[src/rtl/lfwt_pkg.sv]
package lfwt_pkg;
  localparam int ADDR_W = 3;
  localparam int NCTR   = 3;

  localparam logic [ADDR_W-1:0] A_CTRL = 3'd0;
  localparam logic [ADDR_W-1:0] A_PER0 = 3'd1;
  localparam logic [ADDR_W-1:0] A_PER1 = 3'd2;
  localparam logic [ADDR_W-1:0] A_TAP  = 3'd3;
  localparam logic [ADDR_W-1:0] A_CLR  = 3'd4;

  // Control word layout: ie[6:4], chain[3], en[2:0]
  typedef struct packed {
    logic [NCTR-1:0] ie;
    logic            chain;
    logic [NCTR-1:0] en;
  } ctrl_t;

  localparam int CTRL_W = $bits(ctrl_t);
endpackage

[src/rtl/lfwt_regs.sv]
module lfwt_regs
  import lfwt_pkg::*;
#(
  parameter int CW    = 16,
  parameter int TAP_W = 5,
  parameter int DW    = 32
) (
  input  logic              clk,
  input  logic              rst_n,
  input  logic              wr_en,
  input  logic [ADDR_W-1:0] wr_addr,
  input  logic [DW-1:0]     wr_data,
  output ctrl_t             ctrl,
  output logic [CW-1:0]     per0,
  output logic [CW-1:0]     per1,
  output logic [TAP_W-1:0]  tap,
  output logic [NCTR-1:0]   clr
);
  ctrl_t             ctrl_q, ctrl_d;
  logic [CW-1:0]     per0_q, per0_d, per1_q, per1_d;
  logic [TAP_W-1:0]  tap_q, tap_d;
  logic              unused_hi;

  assign unused_hi = ^wr_data[DW-1:CW];

  always_comb begin
    ctrl_d = ctrl_q;
    per0_d = per0_q;
    per1_d = per1_q;
    tap_d  = tap_q;
    clr    = '0;
    if (wr_en) begin
      unique case (wr_addr)
        A_CTRL:  ctrl_d = ctrl_t'(wr_data[CTRL_W-1:0]);
        A_PER0:  per0_d = wr_data[CW-1:0];
        A_PER1:  per1_d = wr_data[CW-1:0];
        A_TAP:   tap_d  = wr_data[TAP_W-1:0];
        A_CLR:   clr    = wr_data[NCTR-1:0];
        default: ;
      endcase
    end
  end

  always_ff @(posedge clk or negedge rst_n) begin
    if (!rst_n) begin
      ctrl_q <= '0;
      per0_q <= '0;
      per1_q <= '0;
      tap_q  <= '0;
    end else begin
      ctrl_q <= ctrl_d;
      per0_q <= per0_d;
      per1_q <= per1_d;
      tap_q  <= tap_d;
    end
  end

  assign ctrl = ctrl_q;
  assign per0 = per0_q;
  assign per1 = per1_q;
  assign tap  = tap_q;

  // control holds its reset state until a control write occurs
  assert_ctrl_quiet_R1: assert property (@(posedge clk) disable iff (!rst_n)
    !(wr_en && wr_addr == A_CTRL) |=> $stable(ctrl_q));
endmodule

[src/rtl/lfwt_match_ctr.sv]
module lfwt_match_ctr #(
  parameter int CW = 16
) (
  input  logic          clk,
  input  logic          rst_n,
  input  logic          en,
  input  logic          adv,
  input  logic [CW-1:0] per_in,
  output logic [CW-1:0] cnt,
  output logic          match
);
  logic [CW-1:0] cnt_q, cnt_d, act_q, act_d, term;

  always_comb begin
    term  = act_q - 1'b1;
    match = en && adv && (cnt_q == term);
    if (!en)       cnt_d = '0;
    else if (match) cnt_d = '0;
    else if (adv)   cnt_d = cnt_q + 1'b1;
    else            cnt_d = cnt_q;
    act_d = (!en || match) ? per_in : act_q;
  end

  always_ff @(posedge clk or negedge rst_n) begin
    if (!rst_n) begin
      cnt_q <= '0;
      act_q <= '0;
    end else begin
      cnt_q <= cnt_d;
      act_q <= act_d;
    end
  end

  assign cnt = cnt_q;

  // after an event the count restarts at zero
  assert_wrap_zero_R2: assert property (@(posedge clk) disable iff (!rst_n)
    match |=> (cnt_q == '0));
  // an enabled counter never runs past its terminal value
  assert_in_range_R2: assert property (@(posedge clk) disable iff (!rst_n)
    en |-> (cnt_q <= term));
  // active interval of a running counter changes only at a wrap
  assert_act_stable_R5: assert property (@(posedge clk) disable iff (!rst_n)
    (en && !match) |=> $stable(act_q));
  // disabled counter sits at zero
  assert_idle_zero_R9: assert property (@(posedge clk) disable iff (!rst_n)
    !en |=> (cnt_q == '0));
endmodule

[src/rtl/lfwt_tap_ctr.sv]
module lfwt_tap_ctr #(
  parameter int FW    = 32,
  parameter int TAP_W = 5
) (
  input  logic             clk,
  input  logic             rst_n,
  input  logic             en,
  input  logic             adv,
  input  logic [TAP_W-1:0] tap,
  output logic [FW-1:0]    cnt,
  output logic             evt
);
  logic [FW-1:0] cnt_q, cnt_d, nxt;

  always_comb begin
    nxt   = cnt_q + 1'b1;
    evt   = en && adv && (cnt_q[tap] != nxt[tap]);
    if (!en)      cnt_d = '0;
    else if (adv) cnt_d = nxt;
    else          cnt_d = cnt_q;
  end

  always_ff @(posedge clk or negedge rst_n) begin
    if (!rst_n) cnt_q <= '0;
    else        cnt_q <= cnt_d;
  end

  assign cnt = cnt_q;

  // events only on ticks of an enabled counter
  assert_evt_on_tick_R6: assert property (@(posedge clk) disable iff (!rst_n)
    evt |-> (en && adv));
  // no tick, no movement
  assert_hold_no_tick_R6: assert property (@(posedge clk) disable iff (!rst_n)
    (en && !adv) |=> $stable(cnt_q));
endmodule

[src/rtl/lfwt_flags.sv]
module lfwt_flags #(
  parameter int N = 3
) (
  input  logic         clk,
  input  logic         rst_n,
  input  logic [N-1:0] set,
  input  logic [N-1:0] clr,
  input  logic [N-1:0] ie,
  output logic [N-1:0] flag,
  output logic [N-1:0] irq
);
  logic [N-1:0] flag_q, flag_d;

  always_comb flag_d = set | (flag_q & ~clr);

  always_ff @(posedge clk or negedge rst_n) begin
    if (!rst_n) flag_q <= '0;
    else        flag_q <= flag_d;
  end

  assign flag = flag_q;

  for (genvar i = 0; i < N; i++) begin : g_lane
    assign irq[i] = flag_q[i] & ie[i];

    // an event always leaves its flag set, clear or not
    assert_set_sticks_R7: assert property (@(posedge clk) disable iff (!rst_n)
      set[i] |=> flag_q[i]);
    // a set flag persists without a clear
    assert_flag_holds_R7: assert property (@(posedge clk) disable iff (!rst_n)
      (flag_q[i] && !clr[i]) |=> flag_q[i]);
    // masked lane never interrupts
    assert_irq_masked_R8: assert property (@(posedge clk) disable iff (!rst_n)
      !ie[i] |-> !irq[i]);
  end
endmodule

[src/rtl/lf_wake_timer.sv]
module lf_wake_timer
  import lfwt_pkg::*;
#(
  parameter int CW = 16,
  parameter int FW = 32,
  parameter int DW = 32
) (
  input  logic              clk,
  input  logic              rst_n,
  input  logic              lf_tick,
  input  logic              wr_en,
  input  logic [ADDR_W-1:0] wr_addr,
  input  logic [DW-1:0]     wr_data,
  output logic [NCTR-1:0]   irq,
  output logic [NCTR-1:0]   status,
  output logic [CW-1:0]     count0,
  output logic [CW-1:0]     count1,
  output logic [FW-1:0]     count2
);
  localparam int TAP_W = $clog2(FW);

  logic [1:0]       rs_q;
  logic             rst_i;
  ctrl_t            ctrl;
  logic [CW-1:0]    per0, per1;
  logic [TAP_W-1:0] tap;
  logic [NCTR-1:0]  clr, evt;
  logic             adv0, adv1, adv2;

  always_ff @(posedge clk or negedge rst_n) begin
    if (!rst_n) rs_q <= '0;
    else        rs_q <= {rs_q[0], 1'b1};
  end
  assign rst_i = rs_q[1];

  lfwt_regs #(.CW(CW), .TAP_W(TAP_W), .DW(DW)) u_regs (
    .clk(clk), .rst_n(rst_i), .wr_en(wr_en), .wr_addr(wr_addr),
    .wr_data(wr_data), .ctrl(ctrl), .per0(per0), .per1(per1),
    .tap(tap), .clr(clr)
  );

  always_comb begin
    adv0 = lf_tick;
    adv1 = ctrl.chain ? evt[0] : lf_tick;
    adv2 = lf_tick;
  end

  lfwt_match_ctr #(.CW(CW)) u_ctr0 (
    .clk(clk), .rst_n(rst_i), .en(ctrl.en[0]), .adv(adv0),
    .per_in(per0), .cnt(count0), .match(evt[0])
  );

  lfwt_match_ctr #(.CW(CW)) u_ctr1 (
    .clk(clk), .rst_n(rst_i), .en(ctrl.en[1]), .adv(adv1),
    .per_in(per1), .cnt(count1), .match(evt[1])
  );

  lfwt_tap_ctr #(.FW(FW), .TAP_W(TAP_W)) u_ctr2 (
    .clk(clk), .rst_n(rst_i), .en(ctrl.en[2]), .adv(adv2),
    .tap(tap), .cnt(count2), .evt(evt[2])
  );

  lfwt_flags #(.N(NCTR)) u_flags (
    .clk(clk), .rst_n(rst_i), .set(evt), .clr(clr), .ie(ctrl.ie),
    .flag(status), .irq(irq)
  );

  // a chained counter 1 moves only on counter 0 events
  assert_chain_gate_R3: assert property (@(posedge clk) disable iff (!rst_i)
    (ctrl.chain && ctrl.en[1] && !evt[0]) |=> $stable(count1));
  // unchained counters both step on a tick
  assert_free_step_R4: assert property (@(posedge clk) disable iff (!rst_i)
    (!ctrl.chain && ctrl.en[1] && lf_tick && !evt[1]) |=> (count1 == $past(count1) + 1'b1));
endmodule

[config.mk]
export PLATFORM = sky130hd
export DESIGN_NAME = lf_wake_timer
export DESIGN_NICKNAME = d
export VERILOG_FILES = /design/src/rtl/lfwt_pkg.sv /design/src/rtl/lfwt_regs.sv /design/src/rtl/lfwt_match_ctr.sv /design/src/rtl/lfwt_tap_ctr.sv /design/src/rtl/lfwt_flags.sv /design/src/rtl/lf_wake_timer.sv
export SDC_FILE = /design/constraint.sdc
export NUM_CORES = 1
export LEC_CHECK = 0
export ABC_AREA = 1
export CAP_MARGIN = 25
export CORE_MARGIN = 4
export CORE_UTILIZATION = 39
export DETAILED_ROUTE_END_ITERATION = 7
export GPL_TIMING_DRIVEN = 0
export PLACE_DENSITY_LB_ADDON = 0.12
export REMOVE_ABC_BUFFERS = 1
export SETUP_SLACK_MARGIN = 0.2
export SLEW_MARGIN = 10
export SYNTH_ARGS = -nofsm -noshare
export SYNTH_HDL_FRONTEND = slang
export SYNTH_SLANG_ARGS = --single-unit
[constraint.sdc]
create_clock -name clk -period 6.05 [get_ports clk]
set_input_delay 1.21 -clock clk [delete_from_list [all_inputs] [get_ports clk]]
set_output_delay 1.21 -clock clk [all_outputs]
set_load 0.1 [all_outputs]
==> results of run 1 <==
==> sequential cells by signal, summed over array words and instances, names as in the netlist <==
name          cells
u_regs.per1      16
u_ctr0.act_q     16
u_flags.flag      3
u_regs.ctrl       7
u_ctr1.cnt       16
u_regs.tap        5
rs_q              2
u_regs.per0      16
u_ctr2.cnt       32
u_ctr0.cnt       16
u_ctr1.act_q     16
==> Yosys cell counts, drive strengths merged <==
master    n
nand2   297
dfrtp   145
inv     130
nand3   128
o21ai   123
nor2    116
xor2     62
nand4    23
a21oi    20
clkbuf   19
nor3     18
xnor2    17
buf      16
nor3b     6
o211ai    6
or2       6
ha        5
o22ai     4
nand3b    3
o31ai     3
nor4      2
a211oi    1
a221oi    1
and3      1
conb      1
o21a      1
o221ai    1
xnor3     1
==> through the flow <==
step                area, um^2  hold slack, ns  power, uW  util (%)
floorplan                 8390           0.331       1840         -
global placement          9660           0.333       2050      45.4
detailed placement        9740           0.335       2070      45.7
CTS                      10400           0.349       3200      48.6
global route             10400           0.368       3360      48.8
finish                   10400           0.348       3170      48.8
==> area by class of cell <==
type / instances / area [um^2]
Clock buffer: 20 / 437
Clock inverter: 12 / 181
Fill cell: 2127 / 10900
Inverter: 130 / 488
Multi-Input combinational cell: 846 / 4280
Sequential cell: 145 / 3630
Tap cell: 275 / 344
Timing Repair Buffer: 97 / 1040
==> where the power goes <==
group          internal (uW)  switching, uW
clock                    693            422
sequential              1100            173
combinational            295            489
==> final timing paths <==
path                                         to          start  cells after the start
max in group asynchronous         u_ctr1.cnt[1]        rs_q[1]                      1
worst min register to register          rs_q[1]        rs_q[0]                      0
min in group asynchronous        u_regs.ctrl[6]        rs_q[1]                      0
worst max register to register  u_flags.flag[2]  u_regs.tap[0]                     13
worst min-delay path                    rs_q[1]        rs_q[0]                      0
worst max-delay path            u_ctr0.act_q[0]        lf_tick                     11
==> layer usage <==
metal / part of all wire [%] / routed length (um) / vias to the layer above / GRT usage (%)
met3: 4.1 / 964 / 37 / 3.55
met5: 0 / 0 / - / 0
met4: 2.4 / 561 / 0 / 6.65
met1: 46 / 10700 / 3600 / 25.5
met2: 48 / 11300 / 170 / 32.8
li1: - / - / 3901 / -
==> kinds of logic (layout without fill, tap and decap cells) <==
logic type	Yosys count	count (layout)	synth area share, %
and+or+nand+nor	600	600	31.0
AOI/OAI and AO/OA	160	160	9.82
xor gates and xnor gates	80	80	8.35
DFF	145	145	42.4
buffers and inverters	165	259	7.65
other	1	1	0.0438
adders and majority gates	5	5	0.731
==> impl_metrics.json, run 1 <==
{
  "synth.area.top_cells": "dfrtp_1 (42%), nand2_1 (13%), nand3_1 (7.4%)",
  "cts_hold_buf": 0,
  "fin_crit_ns": 3.53,
  "cts_setup_buffers": 0,
  "floorplan.initialDensity_pct": 40.2,
  "syn_inst": 1156,
  "cp_top_family": "simple AND/OR/NAND/NOR gates",
  "timing.max_cap.violations": 0,
  "cts_buffers": 17,
  "wl_per_cell_um": 15.4,
  "layout-drive-gt1-share_pct": 4.72,
  "synthDistinctLibCells": 41,
  "drt_iter0_markers": 395,
  "first_pass_iters": 5,
  "most-common-layout-cells": "nand2_1 (291), dfrtp_1 (143), inv_1 (128)",
  "cts_tree": "built",
  "worstPathArrival_ns": 3.85,
  "cts_resized": 0,
  "routed_wirelength_um": 23500,
  "grt_start_max_net_pins": 58,
  "cts.path.max_buffers": 2,
  "rsz0062_at_grt": "no",
  "crit_buf_inv": 1,
  "place.gp.congestion": 0.909,
  "layout.cells.most_common": "nand2_1",
  "synth_top_area_cell": "dfrtp_1",
  "slew_headroom_pct": 30.2,
  "syn_area_mm2": 0.00856,
  "max_freq_ghz": 0.283,
  "p_leak_uw": 0.00463,
  "port_buffers": 92,
  "dp.cells": 1491,
  "path_cells": "clkdlybuf4s50_1, nand2_1, a21oi_1, o221ai_1, nor3_1, nand3_1, nor2_1, nand3_4, nand2_2, nand2_1, o21ai_0",
  "final_antenna_net_count": 0,
  "yosys.area.top_type_share_pct": 42.4,
  "avgSynthCellArea_um2": 7.40,
  "finalCritPeriodShare_pct": 58.3,
  "cts-root-buf": "clkbuf_16",
  "crit_path_max_fanout": 36,
  "hp-class": "reg -> reg",
  "diodes": 0,
  "critical-path-max-stage-delay_ns": 0.61,
  "via_count": 7708,
  "clk_latency_ns": 0.42,
  "ir_drop_mv": 0.161,
  "crit_top_cell": "nand2_1",
  "cellPowerDensity_mw_per_mm2": 305,
  "grt_pass1_wl_um": 38400,
  "ff2ff_setup_slack_ns": 2.74,
  "core_mm2": 0.0213,
  "ios": 109,
  "first_global_vias": 7500,
  "syn2layout_area_growth_pct": 21.5,
  "hpwl_um": 17000,
  "worstPathRequired_ns": 6.37,
  "status": "finished clean",
  "crit_slowest_cell": "nand2_2",
  "skew_ns": 0.00806,
  "worstMarginPinSlew_ns": 1.05,
  "fp-row-count": 53,
  "cts_sinks": 145,
  "die_h_um": 156,
  "final_nets": 1281,
  "htreeDepth": 4,
  "slew_viol_final": 0,
  "die_w_um": 156,
  "stdcell_count": 1525,
  "worst_slack_ns": 2.52,
  "ys_ff_latch": 145,
  "drc": 0,
  "vias_per_cell": 5.05,
  "grt_use_total_pct": 19.5,
  "die_area_mm2": 0.0244,
  "worst_setup_path_end_kind": "flip-flop",
  "finalSetupViolCount": 0,
  "antenna_found_initial": 0,
  "clk_pin_slew_ns": 0.06,
  "criticalPathCategory": "in -> reg",
  "grt.overflow.total": 0,
  "start_kind": "primary input",
  "fin_tns_setup_ns": 0,
  "synth-seq-area-share_pct": 42.4,
  "hold_violations": 0,
  "place_ws_ns": 2.03,
  "yosysWarnings": 0
}
(Power assumes the default switching activity.)
==> inputs of run 2 (changes only) <==
==> constraint.sdc (replaced) <==
create_clock -name clk -period 3.25 [get_ports clk]
set_input_delay 0.65 -clock clk [delete_from_list [all_inputs] [get_ports clk]]
set_output_delay 0.65 -clock clk [all_outputs]
set_load 0.1 [all_outputs]
==> impl_metrics.json, run 2 (synthesis gave the netlist of run 1 again) <==
{
  "worstHoldEndpoint": "rs_q[1]",
  "hpwl_um": 17000,
  "via_count": 7716,
  "timing.max_cap.violations": 0,
  "cts-root-buf": "clkbuf_16",
  "cts.path.max_buffers": 2,
  "critical-path-max-stage-delay_ns": 1.20,
  "ff2ff_setup_slack_ns": 0.46,
  "worstMarginPinSlew_ns": 0.985,
  "hold_violations": 0,
  "skew_ns": 0.00936,
  "max_freq_ghz": 0.357,
  "power.switching_uw": 2030,
  "fin_crit_ns": 2.80,
  "n_fill_cell": 2124,
  "r2r-start": "u_regs.ctrl[0]",
  "grt_use_total_pct": 19.5,
  "cts_sinks": 145,
  "sequentialPowerShare_pct": 40.0,
  "final_nets": 1284,
  "place.gp.congestion": 0.909,
  "drc": 0,
  "cellPowerDensity_mw_per_mm2": 567,
  "antenna_found_initial": 0,
  "floorplan.initialDensity_pct": 40.2,
  "p_sw_share_pct": 34.3,
  "vias_per_cell": 5.05,
  "clk_latency_ns": 0.42,
  "maxUsedRoutingLayer": "met4",
  "crit_slowest_cell": "clkdlybuf4s50_1",
  "fp-row-count": 53,
  "worst_setup_path_end_kind": "output port",
  "crit_cells": 1,
  "slew_viol_final": 0,
  "rsz0062_at_grt": "yes",
  "whs_ns": 0.348,
  "p_leak_uw": 0.00464,
  "drt_iter0_markers": 422,
  "most-common-layout-cells": "nand2_1 (291), dfrtp_1 (142), inv_1 (127)",
  "first_pass_iters": 5,
  "hp-class": "reg -> reg",
  "syn2layout_area_growth_pct": 22.0,
  "first_global_vias": 7500,
  "cts_hold_buf": 0,
  "finalPower_uw": 5920,
  "stdcell_count": 1528,
  "dp.cells": 1491,
  "start_kind": "flip-flop",
  "finish.utilization_pct": 49.0,
  "grt_pass1_wl_um": 38400,
  "cts_buffers": 17,
  "core_mm2": 0.0213,
  "port_buffers": 92,
  "slew_headroom_pct": 34.1,
  "cts_tree": "built",
  "status": "finished clean",
  "clk_pin_slew_ns": 0.06,
  "largest_reg_flops": 32,
  "r2r_end": "u_ctr1.act_q[13]",
  "htreeDepth": 4,
  "diodes": 0,
  "crit_path_max_fanout": 6,
  "wl_per_cell_um": 15.4,
  "ir_drop_mv": 0.292,
  "min_from": "rs_q[0]",
  "grt.overflow.total": 0,
  "worstPathRequired_ns": 2.60,
  "layout-drive-gt1-share_pct": 5.27,
  "route.met2.wl_um": 11300,
  "ios": 109,
  "hold_path_depth": 0,
  "worstPathArrival_ns": 2.15,
  "die_w_um": 156,
  "finalCritPeriodShare_pct": 86.2,
  "cp_top_family": "buffers and inverters",
  "criticalPathCategory": "reg -> out",
  "die_area_mm2": 0.0244,
  "crit_buf_inv": 1,
  "path_cells": "clkdlybuf4s50_1",
  "finalSetupViolCount": 0,
  "postPlaceCellArea_mm2": 0.00974,
  "r2r_cells": 12,
  "wl_met3_um": 928,
  "wl_met1_um": 10700,
  "clkPwrFrac_pct": 35.0,
  "layout.cells.most_common": "nand2_1",
  "final_antenna_net_count": 0,
  "intPower_uw": 3890,
  "power.share.combinational_pct": 25.0,
  "final_area_mm2": 0.0104,
  "routed_wirelength_um": 23500,
  "grt_start_max_net_pins": 58,
  "die_h_um": 156
}
[run 2: cell types whose count changed in the layout (fill, tap and decap cells not counted)]
| cell | previous run | this run |
|---|---|---|
| nand2_4 | 0 | 1 |
| nand3_2 | 0 | 2 |
| nand3_1 | 127 | 125 |
| buf_4 | 0 | 3 |
| inv_1 | 128 | 127 |
| dfrtp_2 | 1 | 2 |
| clkinvlp_4 | 4 | 5 |
| dfrtp_1 | 143 | 142 |
| nand2_2 | 3 | 2 |
[run 2: layer usage]
| metal | vias up | track usage, % |
|---|---|---|
| li1 | 3910 | - |
| met1 | 3615 | 25.5 |
| met2 | 157 | 32.8 |
| met3 | 34 | 3.55 |
| met4 | 0 | 6.65 |
| met5 | - | 0 |
[run 2: worst max-delay path by stage]
stage	start	endpoint	slack, ns
after floorplan	rs_q[1]	u_ctr0.act_q[0]	-1.09
after global placement	rs_q[1]	u_ctr0.cnt[14]	-3.13
after detailed placement	lf_tick	u_ctr0.act_q[0]	-0.21
after CTS	u_ctr0.act_q[0]	u_ctr0.act_q[0]	0.20
after global routing	u_regs.ctrl[0]	u_ctr1.act_q[7]	0.17
final	u_ctr1.cnt[9]	count1[9]	0.45
[run 2: area by class of cell]
cell class	instances	area [um^2]	area share, %
multi-input cells	846	4290	41.1
flip-flops and latches	145	3630	34.8
repair buffers	100	1060	10.2
inverters	130	492	4.71
clock buffers	20	437	4.18
well taps	275	344	3.30
clock inverters	12	181	1.74
[run 2: timing repair]
item	4_1_cts	5_1_grt
buffers inserted	0	3
resized for setup	1	4
endpoints found under the setup margin	1	43
pin swaps	0	0
[run 2: through the flow]
| stage | setup TNS (ns) | worst slack [ns] |
|---|---|---|
| global route | 0 | 0.169 |
| floorplan | -155.75 | -1.09 |
| CTS | 0 | 0.204 |
| global placement | -451.81 | -3.13 |
| detailed placement | -4.59 | -0.214 |
| finish | 0 | 0.447 |
[run 2: power by group through the flow]
stage / clock network, uW / logic (uW) / registers (uW)
finish: 2070 / 1480 / 2370
global route: 2200 / 1650 / 2410
CTS: 2130 / 1460 / 2360
detailed placement: 0 / 1450 / 2390
global placement: 0 / 1390 / 2420
floorplan: 0 / 974 / 2450
==> inputs of run 3 (changes only) <==
--- a/config.mk
+++ b/config.mk
@@ -6,9 +6,11 @@
 export NUM_CORES = 1
 export LEC_CHECK = 0
 export ABC_AREA = 1
+export ABC_CLOCK_PERIOD_IN_PS = 2900
 export CAP_MARGIN = 25
 export CORE_MARGIN = 4
 export CORE_UTILIZATION = 39
+export CTS_CLUSTER_DIAMETER = 30
 export DETAILED_ROUTE_END_ITERATION = 7
 export GPL_TIMING_DRIVEN = 0
 export PLACE_DENSITY_LB_ADDON = 0.12
==> constraint.sdc (replaced) <==
create_clock -name clk -period 2.9 [get_ports clk]
set_input_delay 0.58 -clock clk [delete_from_list [all_inputs] [get_ports clk]]
set_output_delay 0.58 -clock clk [all_outputs]
set_load 0.1 [all_outputs]
==> impl_metrics.json, run 3 (synthesis gave the netlist of run 1 again) <==
{
  "status": "finished clean",
  "worst_setup_path_end_kind": "output port",
  "die_h_um": 156,
  "r2r-start": "u_ctr1.act_q[0]",
  "postPlaceCellArea_mm2": 0.00974,
  "hpwl_um": 17000,
  "stdcell_count": 1538,
  "cts_sinks": 145,
  "antenna_found_initial": 0,
  "rsz0062_at_grt": "yes",
  "slew_headroom_pct": 34.0,
  "crit_cells": 1,
  "fin_crit_ns": 2.67,
  "grt_start_max_net_pins": 58,
  "start_kind": "flip-flop",
  "layout-drive-gt1-share_pct": 7.36,
  "hp-class": "in -> async",
  "final_nets": 1294,
  "first_global_vias": 7507,
  "skew_ns": 0.00765,
  "die_area_mm2": 0.0244,
  "vias_per_cell": 5.06,
  "core_mm2": 0.0213,
  "slew_viol_final": 0,
  "routed_wirelength_um": 24000,
  "startpoint": "u_ctr1.cnt[2]",
  "cellPowerDensity_mw_per_mm2": 631,
  "crit_buf_inv": 1,
  "fp-row-count": 53,
  "htreeDepth": 4,
  "worstMarginPinSlew_ns": 0.986,
  "r2r_cells": 15,
  "cts-root-buf": "clkbuf_16",
  "drt_iter0_markers": 387,
  "place.gp.congestion": 0.909,
  "clk_pin_slew_ns": 0.06,
  "largest_reg_flops": 32,
  "wl_per_cell_um": 15.6,
  "ios": 109,
  "cp_top_family": "buffers and inverters",
  "final_antenna_net_count": 0,
  "timing.max_cap.violations": 0,
  "port_buffers": 92,
  "p_leak_uw": 0.00504,
  "most-common-layout-cells": "nand2_1 (290), dfrtp_1 (141), inv_1 (126)",
  "cts_tree": "built",
  "finalCritPeriodShare_pct": 92.2,
  "power.switching_uw": 2340,
  "cts.path.max_buffers": 2,
  "drc": 0,
  "first_pass_iters": 5,
  "floorplan.initialDensity_pct": 40.2,
  "grt.overflow.total": 0,
  "path_cells": "clkdlybuf4s50_1",
  "grt_pass1_wl_um": 38500,
  "layout.cells.most_common": "nand2_1",
  "intPower_uw": 4400,
  "syn2layout_area_growth_pct": 24.9,
  "via_count": 7781,
  "grt_use_total_pct": 19.6,
  "finalSetupViolCount": 0,
  "crit_path_max_fanout": 5,
  "clkPwrFrac_pct": 34.5,
  "clk_latency_ns": 0.42,
  "ir_drop_mv": 0.333,
  "max_freq_ghz": 0.374,
  "sequentialPowerShare_pct": 39.5,
  "diodes": 0,
  "cts_buffers": 17,
  "dp.cells": 1491,
  "worstPathArrival_ns": 2.09,
  "hold_violations": 0,
  "critical-path-max-stage-delay_ns": 1.19,
  "crit_slowest_cell": "clkdlybuf4s50_1",
  "power.share.combinational_pct": 26.0,
  "criticalPathCategory": "reg -> out",
  "final_area_mm2": 0.0107,
  "worstPathRequired_ns": 2.32,
  "cts_hold_buf": 0,
  "p_sw_share_pct": 34.7,
  "die_w_um": 156
}
-- run 3: cell types whose count changed in the layout (fill, tap and decap cells not counted), sizes merged --
| cell | change |
|---|---|
| dlymetal6s2s | +17 |
| clkdlybuf4s50 | -22 |
| buf | +7 |
| dlygate4sd2 | +5 |
| nand2 | +3 |
-- run 3: area by class of cell --
cell class,instances,area (um^2)
inverter,130,492
fill,2106,10600
multi-input combinational,849,4440
clock inverter,12,181
timing repair buffer,107,1160
sequential,145,3640
tap,275,344
clock buffer,20,437
-- run 3: per-stage QoR --
| stage | total power [uW] | setup slack, ns | TNS (ns) | utilization, % | hold slack (ns) |
|---|---|---|---|---|---|
| 6_report | 6750 | 0.225 | 0 | 50.2 | 0.313 |
| 5_1_grt | 7140 | 0.144 | 0 | 50.2 | 0.300 |
| 4_1_cts | 6680 | 0.108 | 0 | 48.8 | 0.300 |
| 3_5_place_dp | 4310 | -0.494 | -21.61 | 45.7 | 0.335 |
| 3_3_place_gp | 4270 | -3.48 | -519.38 | 45.4 | 0.333 |
| 2_1_floorplan | 3840 | -1.44 | -205.80 | - | 0.284 |
-- run 3: power by group through the flow --
stage | clock [uW] | sequential (uW) | combinational, uW
2_1_floorplan | 0 | 2750 | 1090
6_report | 2330 | 2660 | 1750
4_1_cts | 2390 | 2650 | 1650
3_5_place_dp | 0 | 2680 | 1630
5_1_grt | 2470 | 2710 | 1950
3_3_place_gp | 0 | 2710 | 1560
-- run 3: final timing paths --
check                              endpoint  slack, ns
max reg2reg                u_ctr1.act_q[12]       0.38
min reg2reg                         rs_q[1]       0.35
max in group asynchronous     u_ctr0.cnt[8]       1.74
min in group clk                    rs_q[1]       0.35
max                               count1[2]       0.23
min                                 rs_q[1]       0.31
-- run 3: layer usage --
metal | wire [um] | vias to the layer above | part of all wire [%] | track usage [%]
met4 | 605 | 0 | 2.5 | 6.65
li1 | - | 3937 | - | -
met5 | 0 | - | 0 | 0
met1 | 10900 | 3657 | 46 | 25.5
met3 | 936 | 42 | 3.9 | 3.55
met2 | 11500 | 145 | 48 | 32.9
-- run 3: what timing repair did --
action | 4_1_cts | 5_1_grt
gates resized for setup | 10 | 44
pin swaps | 1 | 6
buffers inserted | 3 | 7
endpoints found under the setup margin | 67 | 79
gates cloned | 0 | 3
hold endpoints to repair | 0 | 0
